[config.mk]
export PLATFORM = sky130hd
export DESIGN_NAME = serial_cfg_router
export DESIGN_NICKNAME = d
export VERILOG_FILES = /design/src/rtl/cfg_pkg.sv /design/src/rtl/cfg_sync.sv /design/src/rtl/cfg_shifter.sv /design/src/rtl/cfg_latch_bank.sv /design/src/rtl/serial_cfg_router.sv
export SDC_FILE = /design/constraint.sdc
export NUM_CORES = 1
export LEC_CHECK = 0
export BUFFER_PORTS_ARGS = -buffer_cell sky130_fd_sc_hd__buf_2
export CORE_MARGIN = 10
export CORE_UTILIZATION = 50
export CTS_CLUSTER_DIAMETER = 60
export DETAILED_ROUTE_END_ITERATION = 6
export PLACE_DENSITY = 0.74
export SYNTH_ARGS = -nofsm -noshare
export SYNTH_HDL_FRONTEND = slang
export SYNTH_SLANG_ARGS = --single-unit
[constraint.sdc]
create_clock -name clk_i -period 2.15 [get_ports clk_i]
set_input_delay 0.1075 -clock clk_i [delete_from_list [all_inputs] [get_ports clk_i]]
set_output_delay 0.1075 -clock clk_i [all_outputs]
set_load 0.01 [all_outputs]
[src/rtl/cfg_pkg.sv]
package cfg_pkg;
  localparam int unsigned CFG_WORD_W      = 22;
  localparam int unsigned CFG_NUM_DEST    = 4;
  localparam int unsigned CFG_SYNC_STAGES = 2;

  typedef enum logic [1:0] {
    DST_CH1_REF = 2'd0,
    DST_CH1_FB  = 2'd1,
    DST_CH2_REF = 2'd2,
    DST_CH2_FB  = 2'd3
  } dest_e;
endpackage

[src/rtl/cfg_sync.sv]
module cfg_sync #(
  parameter int unsigned W      = 1,
  parameter int unsigned STAGES = 2
) (
  input  logic         clk_i,
  input  logic         rst_ni,
  input  logic [W-1:0] d_i,
  output logic [W-1:0] q_o
);
  logic [STAGES-1:0][W-1:0] stage_q;

  always_ff @(posedge clk_i or negedge rst_ni) begin
    if (!rst_ni) begin
      stage_q <= '0;
    end else begin
      stage_q[0] <= d_i;
      for (int s = 1; s < STAGES; s++) stage_q[s] <= stage_q[s-1];
    end
  end

  assign q_o = stage_q[STAGES-1];
endmodule

[src/rtl/cfg_shifter.sv]
module cfg_shifter #(
  parameter int unsigned WORD_W = 22
) (
  input  logic              clk_i,
  input  logic              rst_ni,
  input  logic              sclk_i,
  input  logic              sdata_i,
  output logic [WORD_W-1:0] word_o
);
  logic              sclk_q;
  logic              shift_en;
  logic [WORD_W-1:0] word_q;

  assign shift_en = sclk_i & ~sclk_q;

  always_ff @(posedge clk_i or negedge rst_ni) begin
    if (!rst_ni) begin
      sclk_q <= 1'b0;
      word_q <= '0;
    end else begin
      sclk_q <= sclk_i;
      if (shift_en) word_q <= {word_q[WORD_W-2:0], sdata_i};
    end
  end

  assign word_o = word_q;

  AST_SHIFT_LSB_IN: assert property (@(posedge clk_i) disable iff (!rst_ni)
    shift_en |=> word_q[0] == $past(sdata_i));
  AST_SHIFT_IDLE_HOLD: assert property (@(posedge clk_i) disable iff (!rst_ni)
    !sclk_i |=> $stable(word_q));
endmodule

[src/rtl/cfg_latch_bank.sv]
module cfg_latch_bank #(
  parameter int unsigned WORD_W   = 22,
  parameter int unsigned NUM_DEST = 4
) (
  input  logic                             clk_i,
  input  logic                             rst_ni,
  input  logic                             load_i,
  input  logic [WORD_W-1:0]                word_i,
  output logic [NUM_DEST-1:0][WORD_W-1:0]  dest_o,
  output logic [NUM_DEST-1:0]              upd_o
);
  localparam int unsigned ADDR_W = $clog2(NUM_DEST);

  logic [ADDR_W-1:0]               sel;
  logic [NUM_DEST-1:0]             hit;
  logic [NUM_DEST-1:0][WORD_W-1:0] dest_q;
  logic [NUM_DEST-1:0]             upd_q;

  assign sel = word_i[ADDR_W-1:0];

  for (genvar g = 0; g < NUM_DEST; g++) begin : g_dest
    assign hit[g] = load_i && (sel == ADDR_W'(g));

    AST_ROUTE_WRITE: assert property (@(posedge clk_i) disable iff (!rst_ni)
      (load_i && word_i[ADDR_W-1:0] == ADDR_W'(g)) |=> dest_q[g] == $past(word_i));
    AST_UNSEL_HOLD: assert property (@(posedge clk_i) disable iff (!rst_ni)
      !(load_i && word_i[ADDR_W-1:0] == ADDR_W'(g)) |=> $stable(dest_q[g]));
    AST_UPD_SINGLE: assert property (@(posedge clk_i) disable iff (!rst_ni)
      upd_q[g] |=> !upd_q[g]);
  end

  always_ff @(posedge clk_i or negedge rst_ni) begin
    if (!rst_ni) begin
      dest_q <= '0;
      upd_q  <= '0;
    end else begin
      upd_q <= hit;
      for (int d = 0; d < NUM_DEST; d++) begin
        if (hit[d]) dest_q[d] <= word_i;
      end
    end
  end

  assign dest_o = dest_q;
  assign upd_o  = upd_q;

  AST_UPD_ONEHOT: assert property (@(posedge clk_i) disable iff (!rst_ni)
    $onehot0(upd_q));
  AST_UPD_AFTER_LOAD: assert property (@(posedge clk_i) disable iff (!rst_ni)
    (upd_q != '0) |-> $past(load_i));
endmodule

[src/rtl/serial_cfg_router.sv]
module serial_cfg_router
  import cfg_pkg::*;
#(
  parameter int unsigned WORD_W = CFG_WORD_W
) (
  input  logic              clk_i,
  input  logic              rst_ni,
  input  logic              ser_clk_i,
  input  logic              ser_data_i,
  input  logic              ser_le_i,
  output logic [WORD_W-1:0] ch1_ref_o,
  output logic [WORD_W-1:0] ch1_fb_o,
  output logic [WORD_W-1:0] ch2_ref_o,
  output logic [WORD_W-1:0] ch2_fb_o,
  output logic [CFG_NUM_DEST-1:0] upd_o
);
  logic [2:0]                          sync_q;
  logic                                s_clk, s_data, s_le;
  logic                                le_q;
  logic                                load;
  logic [WORD_W-1:0]                   word;
  logic [CFG_NUM_DEST-1:0][WORD_W-1:0] dest;

  // same depth on all three wires keeps data aligned to its clock edge
  cfg_sync #(.W(3), .STAGES(CFG_SYNC_STAGES)) u_sync (
    .clk_i (clk_i),
    .rst_ni(rst_ni),
    .d_i   ({ser_le_i, ser_data_i, ser_clk_i}),
    .q_o   (sync_q)
  );

  assign {s_le, s_data, s_clk} = sync_q;

  cfg_shifter #(.WORD_W(WORD_W)) u_shift (
    .clk_i  (clk_i),
    .rst_ni (rst_ni),
    .sclk_i (s_clk),
    .sdata_i(s_data),
    .word_o (word)
  );

  always_ff @(posedge clk_i or negedge rst_ni) begin
    if (!rst_ni) le_q <= 1'b0;
    else         le_q <= s_le;
  end

  assign load = s_le & ~le_q;

  cfg_latch_bank #(.WORD_W(WORD_W), .NUM_DEST(CFG_NUM_DEST)) u_bank (
    .clk_i (clk_i),
    .rst_ni(rst_ni),
    .load_i(load),
    .word_i(word),
    .dest_o(dest),
    .upd_o (upd_o)
  );

  assign ch1_ref_o = dest[DST_CH1_REF];
  assign ch1_fb_o  = dest[DST_CH1_FB];
  assign ch2_ref_o = dest[DST_CH2_REF];
  assign ch2_fb_o  = dest[DST_CH2_FB];

  AST_LOAD_ISOLATED: assert property (@(posedge clk_i) disable iff (!rst_ni)
    load |=> !load);
  AST_NO_UPD_WITHOUT_EDGE: assert property (@(posedge clk_i) disable iff (!rst_ni)
    !s_le |=> (upd_o == '0));
endmodule

# [Word level (Yosys, flattened, before mapping)]
# Cells that the tools add are included.
[totals] rom_bits=0 ff_bits=122 out_inout_bits=92 mem_count=0 mem_bits_rw=0 word_cells=22 input_bits=5 latchBits=0
[classes] order_cmp=0 n_eq_ne=3 addsub=0 div=0 n_reduce_logical=5 muxes=0 n_mul=0 n_shift=0 n_bitwise=4
[op_table] op="equality test 2 bit, second input constant" n=2
[op_table] op="logical AND 1 bit" n=4
[op_table] op="AND 1 bit" n=2
[op_table] op="equality test 2 x 1 -> 1 bit, second input constant" n=1
[op_table] op="zero test 2 bit" n=1
[op_table] op="NOT 1 bit" n=2

# [Logic depth before layout (Yosys ltp)]
# Gate-level depths: netlist of run 1.
[depth] ltp_word=3 mapped_depth=4 depth_no_buf=2

# [By module]
# A second synthesis of run 1 with hierarchy kept.
[hier_totals] cells_unflattened=254 area_unflattened_um2=4454.3
[modules_own_cells] module="cfg_latch_bank" cells_each=195 area_per_inst_um2=3342.0 n_inst=1
[modules_own_cells] module="cfg_shifter" cells_each=48 area_per_inst_um2=900.9 n_inst=1
[modules_own_cells] module="cfg_sync" cells_each=9 area_per_inst_um2=172.7 n_inst=1
[modules_own_cells] module="serial_cfg_router" cells_each=2 area_per_inst_um2=38.8 n_inst=1

# [Worst setup path after synthesis of run 1]
# Ideal clock, no wire load.
[synth_path] path_type="register to register" start="register u_shift.word_q[1], in the netlist u_shift.word_o[1]" end="register u_bank.dest_q (netlist bit u_bank.dest_o[10])" setup_time_ps=125 required_time_ps=2025 t_arrival_ps=1352 setup_slack_ps=674 path_stages_with_launch=4 cell_sequence="dfrtp_1 nor4b_4 buf_4 mux2_2"
[synth_between] elab_chain_len=2
[synth_lines] item="start, declared" line_no="cfg_shifter.sv:12" source="logic [WORD_W-1:0] word_q;"
[synth_lines] item="start signal, assigned" line_no="cfg_shifter.sv:22" source="if (shift_en) word_q <= {word_q[WORD_W-2:0], sdata_i};"
[synth_lines] item="zero test 2 bit" line_no="cfg_latch_bank.sv:22" source="assign hit[g] = load_i && (sel == ADDR_W'(g));"
[synth_lines] item="logical AND 1 bit" line_no="cfg_latch_bank.sv:22"
[synth_lines] item="end signal, assigned by index" line_no="cfg_latch_bank.sv:39" source="if (hit[d]) dest_q[d] <= word_i;"
[synth_lines] item="end, declared" line_no="cfg_latch_bank.sv:16" source="logic [NUM_DEST-1:0][WORD_W-1:0] dest_q;"
# No other way between the ends.
# A chain may end at the register's enable or synchronous reset.

# [Final worst setup path of run 1]
[layout_path] start="register u_shift.word_q[1], in the netlist u_shift.word_o[1]" end="register u_bank.dest_q (netlist bit u_bank.dest_o[29])"
[layout_between] elab_chain_len=2
[layout_lines] item="equality test 2 x 1 -> 1 bit" line_no="cfg_latch_bank.sv:22"
[layout_lines] item="logical AND 1 bit" line_no="cfg_latch_bank.sv:22"
# No other way between the ends.

==> flow_metrics.tcl, run 1 <==
set metrics [dict create \
    detail_route.wirelength_mm 9.03 \
    layout_min_cycle_time_ns 1.67 \
    detail-route-antenna-nets 0 \
    grt_start_max_net_pins 48 \
    regToRegSetupSlack_ns 0.48 \
    design.final.nets 374 \
    fin_ws_ns 0.475 \
    share_of_synthesized_registers_carrying_an_async_set_or_reset 1.00 \
    synth_fp_nets 255 \
    required_ns 2.54 \
    yosysUniqueCellTypes 13 \
    gr-total-overflow 0 \
    post-route-util 0.657 \
    yosysSeqAreaShare 0.693 \
    critPathTopFamily "flip-flops" \
    critical_path.startpoint_type "register" \
    drt_drc_violations_left 0 \
    initial_utilization 0.510 \
    antenna-diode-count 0 \
    h-tree-depth 4 \
    placement_rows 34 \
    detail_route.vias_per_cell 5.02 \
    edff_count_synth 0 \
    num_vias 2461 \
    clock_buffers_created_by_tritoncts 17 \
    synth.cell_area_sq_um 4400 \
    peakVddDrop_mv 0.774 \
    total_non_filler_cell_area_in_the_finished_layout_sq_um 5680 \
    detail_route.iter0.violations 62 \
    leakage_nw 2.99 \
    post-place-ws_ns 0.525 \
    cap_violations 0 \
    clockBufferDepth 2 \
    cts_resized 0 \
    crit_fanout 23 \
    relative_slew_slack 0.597 \
    gpl.final_weighted_congestion 0.718 \
    root_buffer "clkbuf_8" \
    grt.total_usage 0.146 \
    core_area_sq_um 8640 \
    synthTopCellsByCount "122 x dfrtp_1, 97 x mux2_2, 6 x buf_2, 5 x mux2_1, 5 x nor2b_1" \
    synthesis.yosys.warnings 0 \
    fillers 633 \
    max_freq_mhz 597 \
    setup_repair_after_global_routing_missed_its_margin "false" \
    finalClockSkew_ns 0.0111 \
    synthesis.area_per_instance_sq_um 17.6 \
    number_of_antenna_violations_at_the_first_check_in_global_routing 0 \
    worst_pin_slew_ns 0.605 \
    syn_to_final_growth_pct 28.9 \
    dp_hpwl_mm 6.15 \
    post_dp_cell_area_sq_um 5070 \
    synthMostInstantiatedCell "dfrtp_1" \
    critical_path_buf_inv_count 1 \
    clkSlewWorstSetupHoldPaths_ns 0.06 \
    totalPowerFinal_mw 7.41 \
    data_arrival_critical_path_ns 2.07 \
    min_path_type "primary input to async pin" \
    timing_worst_setup_path_type "register to register" \
    cell_types_with_the_largest_area_share_after_synthesis "dfrtp_1 69%, mux2_2 25%, mux2_1 1.3%, buf_6 1.0%, nor2b_1 0.71%" \
    status "completed" \
    fp.dieArea_sq_um 13000 \
    synth_ff_type "dfrtp_1" \
    final_min_period_over_clock_period 0.779 \
    timing.critical_path.to_type "register" \
    die_width_um 114 \
    timing.hold.ws_ns 0.141 \
    netlist.top_cell.by_area "dfrtp_1" \
    layout-drive-gt1-share 0.634 \
    clk-insertion-delay-late_ns 0.52 \
    dr.pass1.iters 4 \
    grt_pass1_wl_mm 14.8 \
    avgRoutedWirePerCell_um 18.4 \
    final-setup-viol-count 0 \
    clock-sinks 122 \
    grt_pass1_vias 2725 \
    overall_die_height_um 114 \
    yosys_register_bits 122 \
    final_cell_count_no_fill 490 \
    synth.top_cell.area_share 0.693 \
    hold_violations 0 \
    postSynthCellCount 250 \
    numPlacedInstances 454 \
    total_power_per_unit_cell_area_nw_per_um2 1300 \
    critical-path-slowest-cell "dfrtp_1" \
    fin_setup_tns_ns 0 \
    chain_of_cells_forming_the_critical_path "nor4bb_4 -> buf_4 -> mux2_2" \
    io-pin-count 97 \
    critical_path.max_stage_delay_ns 0.48 \
    port_buffers 96 \
    cts_tree "built" \
    timing_max_transition_violations_final 0 \
]
==> placed cells by master, fill, tap and decap left out <==
cell type      Yosys  final
clkbuf_16          0     16
nor2b_2            0      1
clkinv_2           0      5
clkinvlp_4         0      4
nor4bb_4           0      2
or2_2              2      2
dlygate4sd3_1      0      4
nand4b_1           1      1
mux2_2            97     97
mux2_1             5      5
nor2b_1            5      4
bufinv_16          0      2
clkinv_4           0      1
buf_12             0      1
dfrtp_1          122    122
inv_1              1      1
nor4b_4            1      1
nand2b_1           2      2
clkbuf_8           0      3
buf_2              6     95
clkbuf_1           0      1
buf_4              2     12
==> worst paths after layout <==
path	from	to	depth (start not counted)
worst max-delay path	u_shift.word_o[1]	u_bank.dest_o[29]	3
worst min-delay path	rst_ni	u_bank.dest_o[0]	2
worst max register to register	u_shift.word_o[1]	u_bank.dest_o[29]	3
worst min register to register	u_sync.stage_q[0]	u_sync.q_o[0]	0
max in group asynchronous	rst_ni	u_bank.upd_o[3]	3
min in group clk_i	ser_clk_i	u_sync.stage_q[0]	2
==> sequential cells by signal (all words and copies together) (netlist names) <==
signal          flops
u_shift.sclk_q      1
u_sync.q_o          3
u_bank.dest_o      88
u_sync.stage_q      3
u_bank.upd_o        4
le_q                1
u_shift.word_o     22
==> kinds of logic after synthesis <==
| group | after synthesis | share of synthesized area |
|---|---|---|
| flops | 122 | 0.693 |
| mux | 102 | 0.261 |
| buf+inv | 13 | 0.0213 |
| simple gates | 13 | 0.0247 |
==> layer usage <==
layer / up-vias / routed length [um] / track usage
li1: 1115 / - / -
met1: 1277 / 3670 / 0.163
met2: 56 / 4570 / 0.235
met3: 13 / 666 / 0.0640
met4: 0 / 112 / 0.0652
met5: - / 0 / 0
==> area by class of cell <==
cell class	count	area, sq um	area share
sequential	122	3050	0.538
multi-input combinational	115	1290	0.227
timing repair buffer	112	626	0.110
clock buffer	20	445	0.0785
tap	108	135	0.0238
clock inverter	12	124	0.0218
inverter	1	3.75	0.000661
==> power breakdown <==
part	internal [mW]	leakage [nW]	switching (mW)
clock network	1.70	0.272	0.986
registers	2.87	1.59	0.429
logic	0.769	1.13	0.654
total	5.34	2.99	2.07
==> timing repair <==
action / CTS / global route
hold buffers: 4 / 0
setup buffers: 0 / 0
hold endpoints to repair: 47 / 0
setup endpoints to repair: 0 / 0
Note: power is estimated with default switching activity, not from simulation.
==> run 2, diff against run 1 <==
ABC_AREA = 1   (was unset)
clock period = 1.6 ns   (was 2.15 ns; I/O delays follow)
==> run 2 against run 1 <==
  * Critical path depth increased by 3
  * Clock-buffer cell count grew 1
  * Clock skew fell by 0.0037 ns
  * Routed wire length up 28%
  * Register-to-register slack got worse by 0.23 ns
  * Sequential share of layout area fell by 1.9 points
  * Worst hold slack got worse by 0.097 ns
  * Utilization shrank 1.5 points
  * Critical path type unchanged
  * Largest cell class unchanged
  * Highest routed layer unchanged
==> flow_metrics.tcl, run 2 <==
set metrics [dict create \
    regToRegSetupSlack_ns 0.24 \
    final_min_period_over_clock_period 0.848 \
    postSynthCellCount 488 \
    timing_max_transition_violations_final 0 \
    design.final.nets 598 \
    synthMostInstantiatedCell "nand2_1" \
    fillers 734 \
    placement_rows 35 \
    edff_count_synth 0 \
    yosysUniqueCellTypes 19 \
    timing_worst_setup_path_type "register to register" \
    antenna-diode-count 0 \
    grt_pass1_wl_mm 19.0 \
    grt.total_usage 0.179 \
    worst_r2r_endpoint "u_bank.dest_o[83]" \
    detail-route-antenna-nets 0 \
    number_of_antenna_violations_at_the_first_check_in_global_routing 0 \
    num_vias 3610 \
    critical_path.max_stage_delay_ns 0.44 \
    yosysSeqAreaShare 0.655 \
    detail_route.vias_per_cell 5.03 \
    post_dp_cell_area_sq_um 5210 \
    required_ns 2.01 \
    gpl.final_weighted_congestion 0.776 \
    synthesis.yosys.warnings 0 \
    die_width_um 117 \
    overall_die_height_um 117 \
    synth_fp_nets 493 \
    synthesis.area_per_instance_sq_um 9.55 \
    fin_setup_tns_ns 0 \
    synth.cell_area_sq_um 4660 \
    dr.pass1.iters 5 \
    dp_hpwl_mm 7.65 \
    setup.worst_path.start "le_q" \
    worst_pin_slew_ns 0.498 \
    h-tree-depth 4 \
    relative_slew_slack 0.667 \
    avgRoutedWirePerCell_um 16.1 \
    core_area_sq_um 9150 \
    layout_min_cycle_time_ns 1.36 \
    hold_violations 0 \
    min_path_type "primary input to async pin" \
    status "completed" \
    worstRegToRegCells 6 \
    synth_ff_type "dfrtp_1" \
    cell_types_with_the_largest_area_share_after_synthesis "dfrtp_1 65%, nand2_1 18%, nand3_1 8.3%, buf_6 1.9%, buf_2 1.4%" \
    drt_drc_violations_left 0 \
    final_cell_mix "225 x nand2_1, 122 x dfrtp_1, 95 x buf_2" \
    setup_repair_after_global_routing_missed_its_margin "false" \
    timing.critical_path.to_type "register" \
    crit_fanout 22 \
    post_cts_hold_buffer_count 4 \
    cp-endpoint "u_bank.dest_o[83]" \
    syn_to_final_growth_pct 26.1 \
    clockBufferDepth 2 \
    total_power_per_unit_cell_area_nw_per_um2 1700 \
    final-setup-viol-count 0 \
    worst_path_most_repeated_cell "nand2_1" \
    synthTopCellsByCount "225 x nand2_1, 122 x dfrtp_1, 77 x nand3_1, 14 x inv_1, 13 x buf_2" \
    grt_start_max_net_pins 52 \
    regArea_sq_um 3050 \
    max_freq_mhz 737 \
    chain_of_cells_forming_the_critical_path "nor2_8 -> buf_4 -> nand2_1 -> buf_4 -> nand2_1 -> nand2_1" \
    peakVddDrop_mv 0.751 \
    port_buffers 96 \
    grt_pass1_vias 3719 \
    fp.dieArea_sq_um 13600 \
    critical_path.startpoint_type "register" \
    data_arrival_critical_path_ns 1.76 \
    layout-drive-gt1-share 0.248 \
    clock-sinks 122 \
    io-pin-count 97 \
    leakage_nw 3.46 \
    root_buffer "clkbuf_8" \
    r2r-start "le_q" \
    multi_input_combinational_cell_area_sq_um 1350 \
    initial_utilization 0.509 \
    netlist.top_cell.by_area "dfrtp_1" \
    gr-total-overflow 0 \
    cap_violations 0 \
    synth.top_cell.area_share 0.655 \
    yosys_register_bits 122 \
    detail_route.iter0.violations 230 \
    detail_route.wirelength_mm 11.5 \
    setup_repair_bufs_after_cts 0 \
    critical-path-slowest-cell "dfrtp_1" \
    total_non_filler_cell_area_in_the_finished_layout_sq_um 5880 \
    cts_resized 0 \
    largest_register_ff_count 88 \
    share_of_synthesized_registers_carrying_an_async_set_or_reset 1.00 \
    cts_tree "built" \
    finalClockSkew_ns 0.00737 \
    clock_buffers_created_by_tritoncts 17 \
    clk-insertion-delay-late_ns 0.52 \
    layout_commonest_cell "nand2_1" \
    clkSlewWorstSetupHoldPaths_ns 0.06 \
]
run 2: changes by cell type after synthesis, moves of 3 or more:
| cell | delta |
|---|---|
| nand2_1 | +225 |
| mux2_2 | -97 |
| nand3_1 | +77 |
| inv_1 | +13 |
| buf_2 | +7 |
| nor2_1 | +7 |
| mux2_1 | -5 |
| nor2b_1 | -5 |
| buf_6 | +4 |
| inv_2 | +3 |
| o21ai_0 | +3 |
run 2: worst max-delay path, delay by kind of cell (launching register included):
family,cells,cell delay (ns)
and+or+nand+nor,4,0.39
buffers and inverters,2,0.43
DFF,1,0.44
run 2: where the power goes:
part	internal, mW	switching [mW]	leakage (nW)
clock network	2.65	1.33	0.304
logic	0.674	1.05	1.55
registers	3.74	0.555	1.61
run 2: cell type report:
class                   instances  share of cell area
multi-input cells             321               0.229
well taps                     111              0.0236
clock buffers                  21              0.0781
repair buffers                113               0.110
flip-flops and latches        122               0.519
clock inverters                11              0.0285
inverters                      18              0.0115
run 2: worst min path at each step:
stage | from | endpoint | slack, ns
detailed placement | rst_ni | u_shift.word_o[18] | 0.05
global route | rst_ni | u_shift.word_o[15] | 0.08
global placement | rst_ni | u_sync.stage_q[0] | 0.04
floorplan | rst_ni | le_q | -0.22
finish | rst_ni | u_shift.word_o[18] | 0.04
CTS | rst_ni | u_shift.word_o[15] | 0.04
run 2: kinds of logic after synthesis:
logic type	Yosys count	share of synthesized area
buffers and inverters	45	0.0558
and+or+nand+nor	316	0.284
DFF	122	0.655
AOI/OAI and AO/OA	5	0.00537
run 2: stage by stage:
stage               worst slack, ns  utilization  hold WS [ns]  instances  total power, mW
floorplan                     0.519            -        -0.216        488             5.12
global placement              0.314        0.570        0.0378        681             5.99
detailed placement            0.263        0.570        0.0458        681             6.06
CTS                           0.246        0.643        0.0379        717             10.1
global route                  0.109        0.643        0.0845        717             10.5
finish                        0.244        0.643        0.0438        717             9.99
run 2: layer usage:
layer,up-vias,global-route usage,wire length (um)
li1,1741,-,-
met1,1757,0.214,4860
met2,102,0.303,5830
met3,10,0.0488,725
met4,0,0.0626,107
met5,-,0,0
